`src/rtl/hamming12_pkg.sv`:
```
package hamming12_pkg;

    localparam int DATA_W = 8;
    localparam int CHK_W  = 4;
    localparam int CODE_W = DATA_W + CHK_W;
    localparam int SYN_W  = CHK_W;
    localparam int DEC_W  = 1 << SYN_W;

    typedef logic [DATA_W-1:0] data_t;
    typedef logic [CODE_W-1:0] code_t;
    typedef logic [SYN_W-1:0]  syn_t;
    typedef logic [CHK_W-1:0]  chk_t;

    typedef enum logic [1:0] {
        ERR_NONE    = 2'd0,
        ERR_DATA    = 2'd1,
        ERR_CHECK   = 2'd2,
        ERR_OUTSIDE = 2'd3
    } err_class_e;

    typedef struct packed {
        data_t      data;
        syn_t       syn;
        err_class_e cls;
    } rx_word_t;

    // position index p (1-based) holds a check bit when it is a power of two
    function automatic logic is_pow2(input int p);
        return (p > 0) && ((p & (p - 1)) == 0);
    endfunction

    // which check bit lives at power-of-two position p
    function automatic int chk_idx(input int p);
        int r;
        r = 0;
        for (int b = 0; b < CHK_W; b++) begin
            if ((1 << b) == p) r = b;
        end
        return r;
    endfunction

    // data bit index stored at non-power-of-two position p
    function automatic int pos_data_idx(input int p);
        int cnt;
        cnt = 0;
        for (int q = 1; q <= p; q++) begin
            if (is_pow2(q)) cnt++;
        end
        return p - 1 - cnt;
    endfunction

    // 1-based position of data bit k
    function automatic int data_pos(input int k);
        int cnt;
        int r;
        cnt = 0;
        r   = 0;
        for (int p = 1; p <= CODE_W; p++) begin
            if (!is_pow2(p)) begin
                if (cnt == k) r = p;
                cnt++;
            end
        end
        return r;
    endfunction

    // positions whose index has bit b set
    function automatic code_t group_mask(input int b);
        code_t m;
        m = '0;
        for (int p = 1; p <= CODE_W; p++) begin
            m[p-1] = ((p >> b) & 1) != 0;
        end
        return m;
    endfunction

    // positions that carry check bits
    function automatic code_t check_mask();
        code_t m;
        m = '0;
        for (int p = 1; p <= CODE_W; p++) begin
            m[p-1] = is_pow2(p);
        end
        return m;
    endfunction

    function automatic syn_t calc_syndrome(input code_t c);
        syn_t s;
        for (int b = 0; b < SYN_W; b++) begin
            s[b] = ^(c & group_mask(b));
        end
        return s;
    endfunction

    function automatic data_t extract_data(input code_t c);
        data_t d;
        for (int k = 0; k < DATA_W; k++) begin
            d[k] = c[data_pos(k) - 1];
        end
        return d;
    endfunction

endpackage

```
`src/rtl/h12_encoder.sv`:
```
module h12_encoder
    import hamming12_pkg::*;
(
    input  data_t data,
    output code_t code
);

    code_t placed;
    chk_t  chk;

    for (genvar p = 1; p <= CODE_W; p++) begin : g_pos
        if (is_pow2(p)) begin : g_chk
            assign placed[p-1] = 1'b0;
            assign code[p-1]   = chk[chk_idx(p)];
        end else begin : g_dat
            assign placed[p-1] = data[pos_data_idx(p)];
            assign code[p-1]   = placed[p-1];
        end
    end

    for (genvar b = 0; b < CHK_W; b++) begin : g_par
        assign chk[b] = ^(placed & group_mask(b));
    end

endmodule

```
`src/rtl/h12_syndrome.sv`:
```
module h12_syndrome
    import hamming12_pkg::*;
(
    input  code_t code,
    output syn_t  syn
);

    for (genvar b = 0; b < SYN_W; b++) begin : g_syn
        assign syn[b] = ^(code & group_mask(b));
    end

endmodule

```
`src/rtl/h12_onehot_dec.sv`:
```
module h12_onehot_dec
    import hamming12_pkg::*;
(
    input  syn_t             syn,
    output logic             clean,
    output code_t            err_vec,
    output logic             beyond
);

    logic [DEC_W-1:0] chan;

    always_comb begin
        chan      = '0;
        chan[syn] = 1'b1;
    end

    assign clean   = chan[0];
    assign err_vec = chan[CODE_W:1];
    assign beyond  = |chan[DEC_W-1:CODE_W+1];

endmodule

```
`src/rtl/h12_corrector.sv`:
```
module h12_corrector
    import hamming12_pkg::*;
(
    input  code_t    code,
    input  syn_t     syn,
    input  logic     clean,
    input  code_t    err_vec,
    input  logic     beyond,
    output rx_word_t res
);

    localparam code_t CHK_POS = check_mask();

    data_t      fixed;
    err_class_e cls;

    for (genvar k = 0; k < DATA_W; k++) begin : g_fix
        assign fixed[k] = code[data_pos(k) - 1] ^ err_vec[data_pos(k) - 1];
    end

    always_comb begin
        if (clean)                      cls = ERR_NONE;
        else if (beyond)                cls = ERR_OUTSIDE;
        else if (|(err_vec & CHK_POS))  cls = ERR_CHECK;
        else                            cls = ERR_DATA;
    end

    assign res.data = fixed;
    assign res.syn  = syn;
    assign res.cls  = cls;

endmodule

```
`src/rtl/hamming12_link.sv`:
```
module hamming12_link
    import hamming12_pkg::*;
(
    input  logic              clk,
    input  logic              rst,
    input  logic              tx_valid,
    input  logic [DATA_W-1:0] tx_data,
    output logic              cw_valid,
    output logic [CODE_W-1:0] cw_bus,
    input  logic              rx_valid,
    input  logic [CODE_W-1:0] rx_code,
    output logic              out_valid,
    output logic [DATA_W-1:0] out_data,
    output logic [SYN_W-1:0]  out_syndrome,
    output logic              out_err,
    output logic              out_chk_err,
    output logic              out_uncorr
);

    code_t    enc_code;
    syn_t     syn;
    logic     clean;
    code_t    err_vec;
    logic     beyond;
    rx_word_t res_d;
    rx_word_t res_q;
    logic     vld_q;

    h12_encoder u_enc (
        .data (tx_data),
        .code (enc_code)
    );

    h12_syndrome u_syn (
        .code (rx_code),
        .syn  (syn)
    );

    h12_onehot_dec u_dec (
        .syn     (syn),
        .clean   (clean),
        .err_vec (err_vec),
        .beyond  (beyond)
    );

    h12_corrector u_fix (
        .code    (rx_code),
        .syn     (syn),
        .clean   (clean),
        .err_vec (err_vec),
        .beyond  (beyond),
        .res     (res_d)
    );

    always_ff @(posedge clk) begin
        if (rst) begin
            cw_valid <= 1'b0;
            cw_bus   <= '0;
        end else begin
            cw_valid <= tx_valid;
            if (tx_valid) cw_bus <= enc_code;
        end
    end

    always_ff @(posedge clk) begin
        if (rst) begin
            vld_q <= 1'b0;
            res_q <= '{data: '0, syn: '0, cls: ERR_NONE};
        end else begin
            vld_q <= rx_valid;
            if (rx_valid) res_q <= res_d;
        end
    end

    assign out_valid    = vld_q;
    assign out_data     = res_q.data;
    assign out_syndrome = res_q.syn;
    assign out_err      = (res_q.cls != ERR_NONE);
    assign out_chk_err  = (res_q.cls == ERR_CHECK);
    assign out_uncorr   = (res_q.cls == ERR_OUTSIDE);

endmodule

```
`config.mk`:
```
export PLATFORM = sky130hd
export DESIGN_NAME = hamming12_link
export DESIGN_NICKNAME = d
export VERILOG_FILES = /design/src/rtl/hamming12_pkg.sv /design/src/rtl/h12_encoder.sv /design/src/rtl/h12_syndrome.sv /design/src/rtl/h12_onehot_dec.sv /design/src/rtl/h12_corrector.sv /design/src/rtl/hamming12_link.sv
export SDC_FILE = /design/constraint.sdc
export NUM_CORES = 1
export LEC_CHECK = 0
export ABC_CLOCK_PERIOD_IN_PS = 1800
export BUFFER_PORTS_ARGS = -buffer_cell sky130_fd_sc_hd__buf_2
export CELL_PAD_IN_SITES_DETAIL_PLACEMENT = 1
export CELL_PAD_IN_SITES_GLOBAL_PLACEMENT = 2
export CORE_UTILIZATION = 27
export CTS_BUF_LIST = sky130_fd_sc_hd__clkbuf_4 sky130_fd_sc_hd__clkbuf_8 sky130_fd_sc_hd__clkbuf_16
export DETAILED_ROUTE_END_ITERATION = 7
export PLACE_DENSITY_LB_ADDON = 0.1
export SLEW_MARGIN = 20
export SYNTH_ARGS = -nofsm -noshare
export SYNTH_HDL_FRONTEND = slang
export SYNTH_SLANG_ARGS = --single-unit
```
`constraint.sdc`:
```
create_clock -name clk -period 1.8 [get_ports clk]
set_input_delay 0.36 -clock clk [delete_from_list [all_inputs] [get_ports clk]]
set_output_delay 0.36 -clock clk [all_outputs]
set_load 0.02 [all_outputs]
```
== Word-level counts from Yosys, hierarchy flattened ==
Index checks and enable logic that the tools add are counted.
Word-level totals
  register bits: 28
  input port bits: 24
  logic and storage cells: 35
  output and inout port bits: 29
Operators by class
  equal/unequal tests: 2
  mux-type cells: 5
  bitwise gates (word level): 8
  reduce and logical (&&, ||, !) cells: 12
  order comparisons: 2
Operators with widths (count)
  12-bit XOR reduction: 8
  1-bit bitwise XOR: 8
  2-bit two-way mux: 3
  4-bit by 5-bit less-than comparator with 1-bit output (second input constant): 1
  1-bit demux with 4-bit select: 1
  2-bit == test (second input constant): 2
  4-bit by 1-bit >= comparator with 1-bit output (second input constant): 1
  4-bit OR reduction: 1
  3-bit OR reduction: 1
  2-bit nonzero test: 1
  1-bit logical AND: 1
  1-bit two-way mux: 1

== Logic depth before layout (Yosys ltp) ==
Gate-level depths: netlist (run 1).
  depth after elaboration: 9
  gate-level depth with buffers: 6
  gate-level depth less buffers: 5

== Cells and area by module ==
From an unflattened synthesis (run 1), not the netlist that was laid out.
Second synthesis, totals
  cells, all modules: 168
  area, all modules: 1859.3 um^2
Modules (own cells, without submodules)
  hamming12_link: instances 1, area an instance 1112.3 um^2, cells each 104, seq. area each 560.5 um^2
  h12_onehot_dec: instances 1, area an instance 266.5 um^2, cells each 18, seq. area each 0.0 um^2
  h12_encoder: instances 1, area an instance 175.2 um^2, cells each 18, seq. area each 0.0 um^2
  h12_syndrome: instances 1, area an instance 175.2 um^2, cells each 12, seq. area each 0.0 um^2
  h12_corrector: instances 1, area an instance 130.1 um^2, cells each 16, seq. area each 0.0 um^2

== Least setup slack after synthesis (run 1) ==
Ideal clock, no wire load.
  path type: input-to-reg
  start: input rx_code[8]
  end: register res_q, in the netlist out_data[4]
  arrival: 1.774 ns
  path buffers: 1
  cell stages on the path: 6
  data required time: 1.714 ns
  path slack: -0.059 ns
  library setup time: 0.086 ns
  cells stage by stage: xor2_1 xnor3_1 buf_6 nor4b_2 xnor2_1 a211oi_1
On the way
  cells in the longest elaborated chain, start to end: 6
  elaborated cells on any way between the ends: 8
  classes of those cells: order compare: 2; mux: 2; bitwise: 1; reduce/logical: 3
RTL lines
  start, declared: RTL line hamming12_link.sv:11  | input logic [CODE_W-1:0] rx_code,
  12-bit XOR reduction: RTL line h12_syndrome.sv:9  | assign syn[b] = ^(code & group_mask(b));
  4-bit by 5-bit less-than comparator with 1-bit output (not written as such) or 4-bit by 1-bit >= comparator with 1-bit output (tied branches): RTL line h12_onehot_dec.sv:14  | chan[syn] = 1'b1;
  1-bit logical AND (not written as such): RTL line h12_onehot_dec.sv:14
  1-bit two-way mux (not written as such): RTL line h12_onehot_dec.sv:14
  1-bit demux with 4-bit select
  1-bit bitwise XOR *: RTL line h12_corrector.sv:18  | assign fixed[k] = code[data_pos(k) - 1] ^ err_vec[data_pos(k) - 1];
  end signal, assigned: RTL line hamming12_link.sv:68  | res_q <= '{data: '0, syn: '0, cls: ERR_NONE};
  end signal, assigned: RTL line hamming12_link.sv:71  | if (rx_valid) res_q <= res_d;
  end, declared: RTL line hamming12_link.sv:26  | rx_word_t res_q;
Mark *: on every way between the ends. The rest lies on a longest branch, timed or not.
A chain may end at the register's enable or synchronous reset.

== Worst setup path after layout (run 1) ==
  start: input rx_code[11]
  end: register res_q, in the netlist out_data[1]
On the way
  cells in the longest elaborated chain, start to end: 6
  elaborated cells on any way between the ends: 8
  classes of those cells: order compare: 2; mux: 2; bitwise: 1; reduce/logical: 3
RTL lines (RTL line)
  12-bit XOR reduction: h12_syndrome.sv:9
  4-bit by 5-bit less-than comparator with 1-bit output (not written as such) or 4-bit by 1-bit >= comparator with 1-bit output (tied branches): h12_onehot_dec.sv:14
  1-bit logical AND (not written as such): h12_onehot_dec.sv:14
  1-bit two-way mux (not written as such): h12_onehot_dec.sv:14
  1-bit demux with 4-bit select *
  1-bit bitwise XOR *: h12_corrector.sv:18
Marks and branches as above.

==> impl_metrics.ini, run 1 <==
[detailed_routing]
dr.first_iter.drc_count = 24
wl_met2_um = 1990
avgViaCountPerCell = 4.39
dr_wl_met3_um = 141
dr.max_layer_used = met4
wl_per_cell_um = 12.8
drc = 0
via_count = 1265
drtPass1Iterations = 3
routed_wl_um = 3690
ant_nets = 0
wl_met1_um = 1530

[placed_design]
dp.cells = 279
gp_routability_congestion = 0.682
placed_cell_area_mm2 = 0.00191
port_buffers = 52
dp_hpwl_um = 2840

[power]
power_density_mw_per_mm2 = 917
pwr-share-seq = 0.369
netSwitchingFraction = 0.337
p_int_mw = 1.27
p_sw_mw = 0.646
comb_power_share = 0.429
vdd_drop_max_uv = 305
p_leak_nw = 0.938
power.clock.fraction = 0.202

[global_route]
antenna_found_initial = 0
grt_overflow = 0
grt_max_degree = 28
grt_pass1_wl_um = 6080
grt_use_total = 0.123
grt_pass1_vias = 1331

[worst_hold_path]
hold_depth = 3
min_path_type = input pin to flop

[timing]
fin_crit_sh = 0.959
finalSetupViolCount = 0
rsz0062_at_grt = yes
fmax_ghz = 0.579
maxSlewViolCount = 0
tightestPinTransition_ps = 470
min_period_ps = 1730
finClkSkew_ps = 0
slew-limit-headroom = 0.686
hold_viol_final = 0

[logic_synthesis]
synth_area_leader_cell = dfxtp_1
synth_edf_count = 0
synth-seq-cells = 28
avgSynthCellArea_um2 = 9.87
ys_top_cells_by_area = dfxtp_1, xnor2_1, mux2i_1, nor2_1, a211oi_1
synthesis.area_mm2 = 0.00157
yosysWarningCount = 0
syn_inst = 159
syn-num-nets = 183
synth_flop_cell = dfxtp_1
yosysSeqAreaShare = 0.357
yosysMostFrequentCell = dfxtp_1
synthArstFlopShare = 0
ys_types = 29
synth_top_cell_area_share = 0.357
synth_commonest_cells = dfxtp_1, nor2_1, xnor2_1

[floorplanning]
die_x_um = 78.2
rows = 27
initial_core_util = 0.283
die_y_um = 78.2
die_area_mm2 = 0.00612
ios = 53
core_mm2 = 0.00554

[layout]
nNetsFinal = 241
syn_to_final_growth_pct = 33.3
antennaDiodeCount = 0
fin_cells = 288
layout-drive-gt1-share = 0.454
stdcell_area_mm2 = 0.00209

[clocking]
cts_max_path_buffers = 2
cts-root-buf = clkbuf_8
path_clk_slew_ps = 100
h-tree-depth = 1
cts_tree = yes
cts_buffers = 3
clock-sinks = 28
clk_latency_ps = 270

[setup_path]
cp_num_buf_inv = 2
cp_max_fo = 3
crit_required_ps = 1990
cp_slowest_cell = xor3_2
critPathLaunchType = input pin
critical_path_depth = 7
r2r_cells = 2
criticalPathCategory = input pin to flop
path_cells = buf_2, xor3_2, xnor2_2, buf_4, nor4b_2, xnor2_1, a211oi_1
worstSetupEndpointType = flop
critPathArrivalTime_ps = 1910
critPathTopFamily = XOR/XNOR gates
slowest_delay_ps = 450

[run_status]
outcome = finished, final reports clean

[job]
max-cap-violations = 0
-- power groups by stage --
stage | Clock (mW) | Combinational, mW | Sequential [mW]
5_1_grt | 0.433 | 0.903 | 0.719
3_3_place_gp | 0 | 0.712 | 0.722
3_5_place_dp | 0 | 0.731 | 0.724
4_1_cts | 0.408 | 0.755 | 0.710
6_report | 0.388 | 0.822 | 0.708
2_1_floorplan | 0 | 0.500 | 0.748
-- metal layers --
| layer | up-vias | GRT usage |
|---|---|---|
| met1 | 592 | 0.137 |
| met5 | - | 0 |
| li1 | 639 | - |
| met3 | 2 | 0.0140 |
| met4 | 0 | 0.0389 |
| met2 | 32 | 0.240 |
-- registers in the layout, indices dropped and copies added, names as in the netlist --
name and flops:
cw_bus 12, out_data 8, out_syndrome 4, res_q 2
cw_valid 1, out_valid 1
-- final cells by class --
cell class	instances	area (um2)
clock buffers	4	55.1
fillers	676	3450
multi-input cells	109	950
flip-flops and latches	28	561
well taps	72	90.1
repair buffers	75	437
-- worst min-delay path, stage by stage --
cell	delay, ps
buf_2	100
mux2i_1	60
nor2_1	70
-- what timing repair did --
| action | CTS | global route |
|---|---|---|
| pin swaps | 0 | 9 |
| hold buffers | 0 | 0 |
| setup endpoints to repair | 8 | 10 |
| hold endpoints to repair | 0 | 0 |
| gates resized for setup | 5 | 9 |
| buffers inserted | 0 | 5 |
-- worst paths after layout --
check,startpoint,end,slack [ps]
max reg2reg,cw_bus[3],cw_bus[3],1110
min reg2reg,out_data[3],out_data[3],490
min,tx_data[5],cw_bus[9],350
max,rx_code[11],out_data[1],70
-- cells by family (layout without fill, tap and decap cells) --
kind of cell	after synthesis	after routing	share of synthesized area
compound gates	18	18	0.0837
xor+xnor	34	34	0.232
buf+inv	22	79	0.0909
flops	28	28	0.357
mux	12	12	0.0766
simple gates	45	45	0.160
-- per-stage QoR --
| step | utilization | hold WS (ps) | setup WS (ps) | TNS [ps] | total power, mW |
|---|---|---|---|---|---|
| after floorplan | - | 462 | 8.49 | 0 | 1.25 |
| after global placement | 0.345 | 471 | -309 | -2510 | 1.43 |
| after detailed placement | 0.345 | 483 | -387 | -3420 | 1.45 |
| after CTS | 0.361 | 341 | -41.5 | -58.1 | 1.87 |
| after global routing | 0.378 | 382 | -14.6 | -26.2 | 2.05 |
| final | 0.378 | 350 | 73.7 | 0 | 1.92 |
-- layout by cell type, fill, tap and decap left out, drive strengths merged, types with 3 or more instances in the layout --
master	n
dfxtp	28
nor4b	4
xor2	5
nor2	25
nor2b	3
clkbuf	4
a211oi	12
buf	75
xnor2	25
nor4	3
nand4	3
mux2i	12
Power figures use the tool's default switching activity.
==> inputs of run 2 (changes only) <==
--- a/config.mk
+++ b/config.mk
@@ -12,7 +12,7 @@
 export CORE_UTILIZATION = 27
 export CTS_BUF_LIST = sky130_fd_sc_hd__clkbuf_4 sky130_fd_sc_hd__clkbuf_8 sky130_fd_sc_hd__clkbuf_16
 export DETAILED_ROUTE_END_ITERATION = 7
-export PLACE_DENSITY_LB_ADDON = 0.1
+export PLACE_DENSITY = 0.79
 export SLEW_MARGIN = 20
 export SYNTH_ARGS = -nofsm -noshare
 export SYNTH_HDL_FRONTEND = slang
==> impl_metrics.ini, run 2 (synthesized netlist as in run 1, its figures left out) <==
[clocking]
h-tree-depth = 1
cts_tree = yes
path_clk_slew_ps = 110
cts-root-buf = clkbuf_8
cts_buffers = 3
clock-sinks = 28
clk_latency_ps = 270
cts_max_path_buffers = 2
hold_buffers = 0

[layout]
largest-register = cw_bus
final_common_cell = buf_2
layout-drive-gt1-share = 0.442
antennaDiodeCount = 0
syn_to_final_growth_pct = 33.1
nNetsFinal = 242
mostFrequentLayoutCells = buf_2, dfxtp_1, nor2_1
final_core_util = 0.377
largest_reg_flops = 12

[floorplanning]
ios = 53
die_x_um = 78.2
die_y_um = 78.2
die_area_mm2 = 0.00612
initial_core_util = 0.283
rows = 27
core_mm2 = 0.00554

[power]
pwr-share-seq = 0.348
p_int_mw = 1.36
vdd_drop_max_uv = 425
power.clock.fraction = 0.252
netSwitchingFraction = 0.331
p_leak_nw = 0.941
p_sw_mw = 0.675
comb_power_share = 0.400
power_density_mw_per_mm2 = 976

[placed_design]
port_buffers = 52
gp_routability_congestion = 0.800
dpl_worst_slack_ps = -329
dp_hpwl_um = 2900

[setup_path]
critPathArrivalTime_ps = 1970
crit_required_ps = 2000
worstSetupEndpointType = flop
criticalPathCategory = input pin to flop
slowest_delay_ps = 550
path_cells = clkbuf_4, xnor2_1, xnor3_2, nor4b_2, buf_4, xnor2_1, a211oi_1
ff2ff_setup_slack_ps = 1080
critPathLaunchType = input pin
cp_max_fo = 7
critPathMostFrequentCell = xnor2_1
cp_slowest_cell = xnor3_2

[worst_hold_path]
min_path_type = input pin to flop

[timing]
fmax_ghz = 0.565
setup_tns_ps = 0
finalSetupViolCount = 0
fin_crit_sh = 0.984
setup_ws_ps = 29.0
rsz0062_at_grt = yes
tightestPinTransition_ps = 495
slew-limit-headroom = 0.670
maxSlewViolCount = 0
min_period_ps = 1770
finClkSkew_ps = 0
hold_viol_final = 0

[detailed_routing]
drtPass1Iterations = 4
routed_wl_um = 3800
avgViaCountPerCell = 4.33
wl_per_cell_um = 13.1
dr.first_iter.drc_count = 43
via_count = 1251
drc = 0
ant_nets = 0

[global_route]
grt_pass1_vias = 1283
grt_overflow = 0
antenna_found_initial = 0
grt_use_total = 0.124
grt_pass1_wl_um = 6020
grt_max_degree = 28

[job]
max-cap-violations = 0

[run_status]
outcome = finished, final reports clean
==> run 2: through the flow <==
step,hold WS (ps),cells,power (mW),instance area (um2)
2_1_floorplan,462,159,1.25,1570
3_3_place_gp,470,283,1.46,1940
3_5_place_dp,476,283,1.48,1940
4_1_cts,353,287,2.01,2030
5_1_grt,364,289,2.15,2090
6_report,348,289,2.04,2090
==> run 2: power by group through the flow <==
| stage | clock network (mW) | registers [mW] | logic (mW) |
|---|---|---|---|
| 2_1_floorplan | 0 | 0.748 | 0.500 |
| 3_3_place_gp | 0 | 0.721 | 0.741 |
| 3_5_place_dp | 0 | 0.724 | 0.759 |
| 4_1_cts | 0.528 | 0.711 | 0.776 |
| 5_1_grt | 0.549 | 0.718 | 0.887 |
| 6_report | 0.514 | 0.709 | 0.816 |
==> run 2: cell type report <==
cell class              instances  area, um2
well taps                      72       90.1
clock inverters                 1       30.0
clock buffers                   3       41.3
fillers                       670       3450
repair buffers                 76        447
flip-flops and latches         28        561
multi-input cells             109        920
==> run 2: worst max-delay path, delay by kind of cell <==
kind | cells | cell delay, ps
buf+inv | 2 | 300
simple gates | 1 | 200
xor+xnor | 3 | 900
compound gates | 1 | 210
==> run 2: per-layer routing <==
layer	up-vias	GRT usage	wire [um]
met4	0	0.0333	37
li1	646	-	-
met2	22	0.212	1820
met3	2	0.0186	118
met1	581	0.162	1820
met5	-	0	0
==> run 2: what timing repair did <==
item,CTS,global route
pin swaps,0,8
endpoints found under the setup margin,2,10
gates resized for setup,3,9
buffers inserted,0,2
==> run 2: path summary, 6_finish.rpt <==
kind	start	endpoint	cells past startpoint
worst max-delay path	rx_code[6]	out_data[2]	7
worst min-delay path	tx_data[0]	cw_bus[2]	3
worst max register to register	out_data[0]	out_data[0]	2
worst min register to register	out_data[3]	out_data[3]	2
==> inputs of run 3 (changes only) <==
--- a/config.mk
+++ b/config.mk
@@ -7,9 +7,7 @@
 export LEC_CHECK = 0
 export ABC_CLOCK_PERIOD_IN_PS = 1800
 export BUFFER_PORTS_ARGS = -buffer_cell sky130_fd_sc_hd__buf_2
-export CELL_PAD_IN_SITES_DETAIL_PLACEMENT = 1
-export CELL_PAD_IN_SITES_GLOBAL_PLACEMENT = 2
-export CORE_UTILIZATION = 27
+export CORE_UTILIZATION = 45
 export CTS_BUF_LIST = sky130_fd_sc_hd__clkbuf_4 sky130_fd_sc_hd__clkbuf_8 sky130_fd_sc_hd__clkbuf_16
 export DETAILED_ROUTE_END_ITERATION = 7
 export PLACE_DENSITY = 0.79
==> impl_metrics.ini, run 3 (synthesized netlist as in run 1, its figures left out) <==
[clocking]
clock-sinks = 28
hold_buffers = 0
h-tree-depth = 1
clk_latency_ps = 320
cts_setup_buffers = 0
cts_tree = yes
cts-root-buf = clkbuf_4
cts_max_path_buffers = 2
cts_buffers = 3
path_clk_slew_ps = 150

[layout]
layout-drive-gt1-share = 0.398
largest_reg_flops = 12
final_common_cell = buf_2
syn_to_final_growth_pct = 22.6
antennaDiodeCount = 0
register_area_um2 = 561
stdcell_area_mm2 = 0.00192
mostFrequentLayoutCells = buf_2, dfxtp_1, nor2_1, xnor2_1, buf_4
largest-register = cw_bus
multi_input_area_um2 = 873
fill_cells = 332
nNetsFinal = 236

[global_route]
grt_pass1_vias = 1063
grt_max_degree = 28
antenna_found_initial = 0
grt_overflow = 0
grt_pass1_wl_um = 4630
grt_use_total = 0.168

[detailed_routing]
drtPass1Iterations = 4
routed_wl_um = 2990
wl_per_cell_um = 11.6
dr.first_iter.drc_count = 37
via_count = 1223
avgViaCountPerCell = 4.76
ant_nets = 0
drc = 0

[power]
power_density_mw_per_mm2 = 893
p_total_mw = 1.72
p_leak_nw = 0.882
vdd_drop_max_uv = 409

[setup_path]
r2r-start = out_data[7]
r2r_cells = 2
r2r-end = out_data[7]
ff2ff_setup_slack_ps = 1060
crit_required_ps = 2040
worstSetupEndpointType = flop
critPathLaunchType = input pin
cp_max_fo = 14
criticalPathCategory = input pin to flop
critPathArrivalTime_ps = 2000

[timing]
maxSlewViolCount = 0
setup_tns_ps = 0
min_period_ps = 1760
slew-limit-headroom = 0.694
finalSetupViolCount = 0
hold_viol_final = 0
finClkSkew_ps = 0
tightestPinTransition_ps = 458
fmax_ghz = 0.568
fin_crit_sh = 0.979
setup_ws_ps = 38.0

[floorplanning]
rows = 21
core_mm2 = 0.00334
initial_core_util = 0.470
die_y_um = 61.1
die_x_um = 61.1
ios = 53
die_area_mm2 = 0.00373

[placed_design]
dp_hpwl_um = 2330
gp_routability_congestion = 0.744
dpl_worst_slack_ps = -335
placed_cell_area_mm2 = 0.00188
port_buffers = 52

[worst_hold_path]
whs_endpoint = cw_bus[9]
min_path_type = input pin to flop
hold_depth = 3
min_from = tx_data[5]

[run_status]
outcome = finished, final reports clean

[job]
max-cap-violations = 0
==> run 3: cell types whose count changed in the layout (fill, tap and decap cells not counted), sizes merged <==
cell / previous run / this run
buf: 75 / 70
bufinv: 1 / 0
==> run 3: layout make-up <==
cell class                 count  area share
clock buffer                   4      0.0189
multi-input combinational    109       0.454
sequential                    28       0.291
tap                           46      0.0299
timing repair buffer          70       0.206
==> run 3: metrics by stage <==
stage,instances,hold slack (ps),utilization
after floorplan,159,462,-
after global placement,253,470,0.563
after detailed placement,253,476,0.563
after CTS,257,294,0.574
after global routing,257,296,0.576
final,257,294,0.576
==> run 3: repair_timing <==
item | CTS | global route
endpoints found under the hold margin | 0 | 0
setup endpoints to repair | 0 | 1
gates resized for setup | 0 | 1
==> run 3: how the worst max path moves through the flow <==
stage / start / end / slack [ps] / cells after the start
final: rx_code[10] / out_data[2] / 40 / 6
after global routing: rx_code[9] / out_data[5] / -0.8 / 7
after CTS: rx_code[10] / out_data[2] / 7 / 6
after detailed placement: rx_code[10] / out_data[2] / -340 / 6
after global placement: rx_code[10] / out_data[2] / -230 / 6
after floorplan: rx_code[4] / out_data[7] / 8 / 5
==> run 3: critical path, cell delays in order <==
cell	delay (ps)
buf_2	120
xnor2_1	170
xnor3_2	580
nor4b_1	400
xnor2_1	100
a211oi_1	260
==> run 3: layer usage <==
layer | routed length (um) | share of wire | global-route usage
met3 | 102 | 0.034 | 0.0231
met2 | 1430 | 0.48 | 0.276
met1 | 1400 | 0.47 | 0.217
met5 | 0 | 0 | 0
met4 | 55 | 0.018 | 0.0812
==> run 3: report_power, final <==
part           internal, mW  switching [mW]  total [mW]
sequential            0.680          0.0296       0.709
combinational         0.327           0.379       0.706
clock                 0.124           0.177       0.301
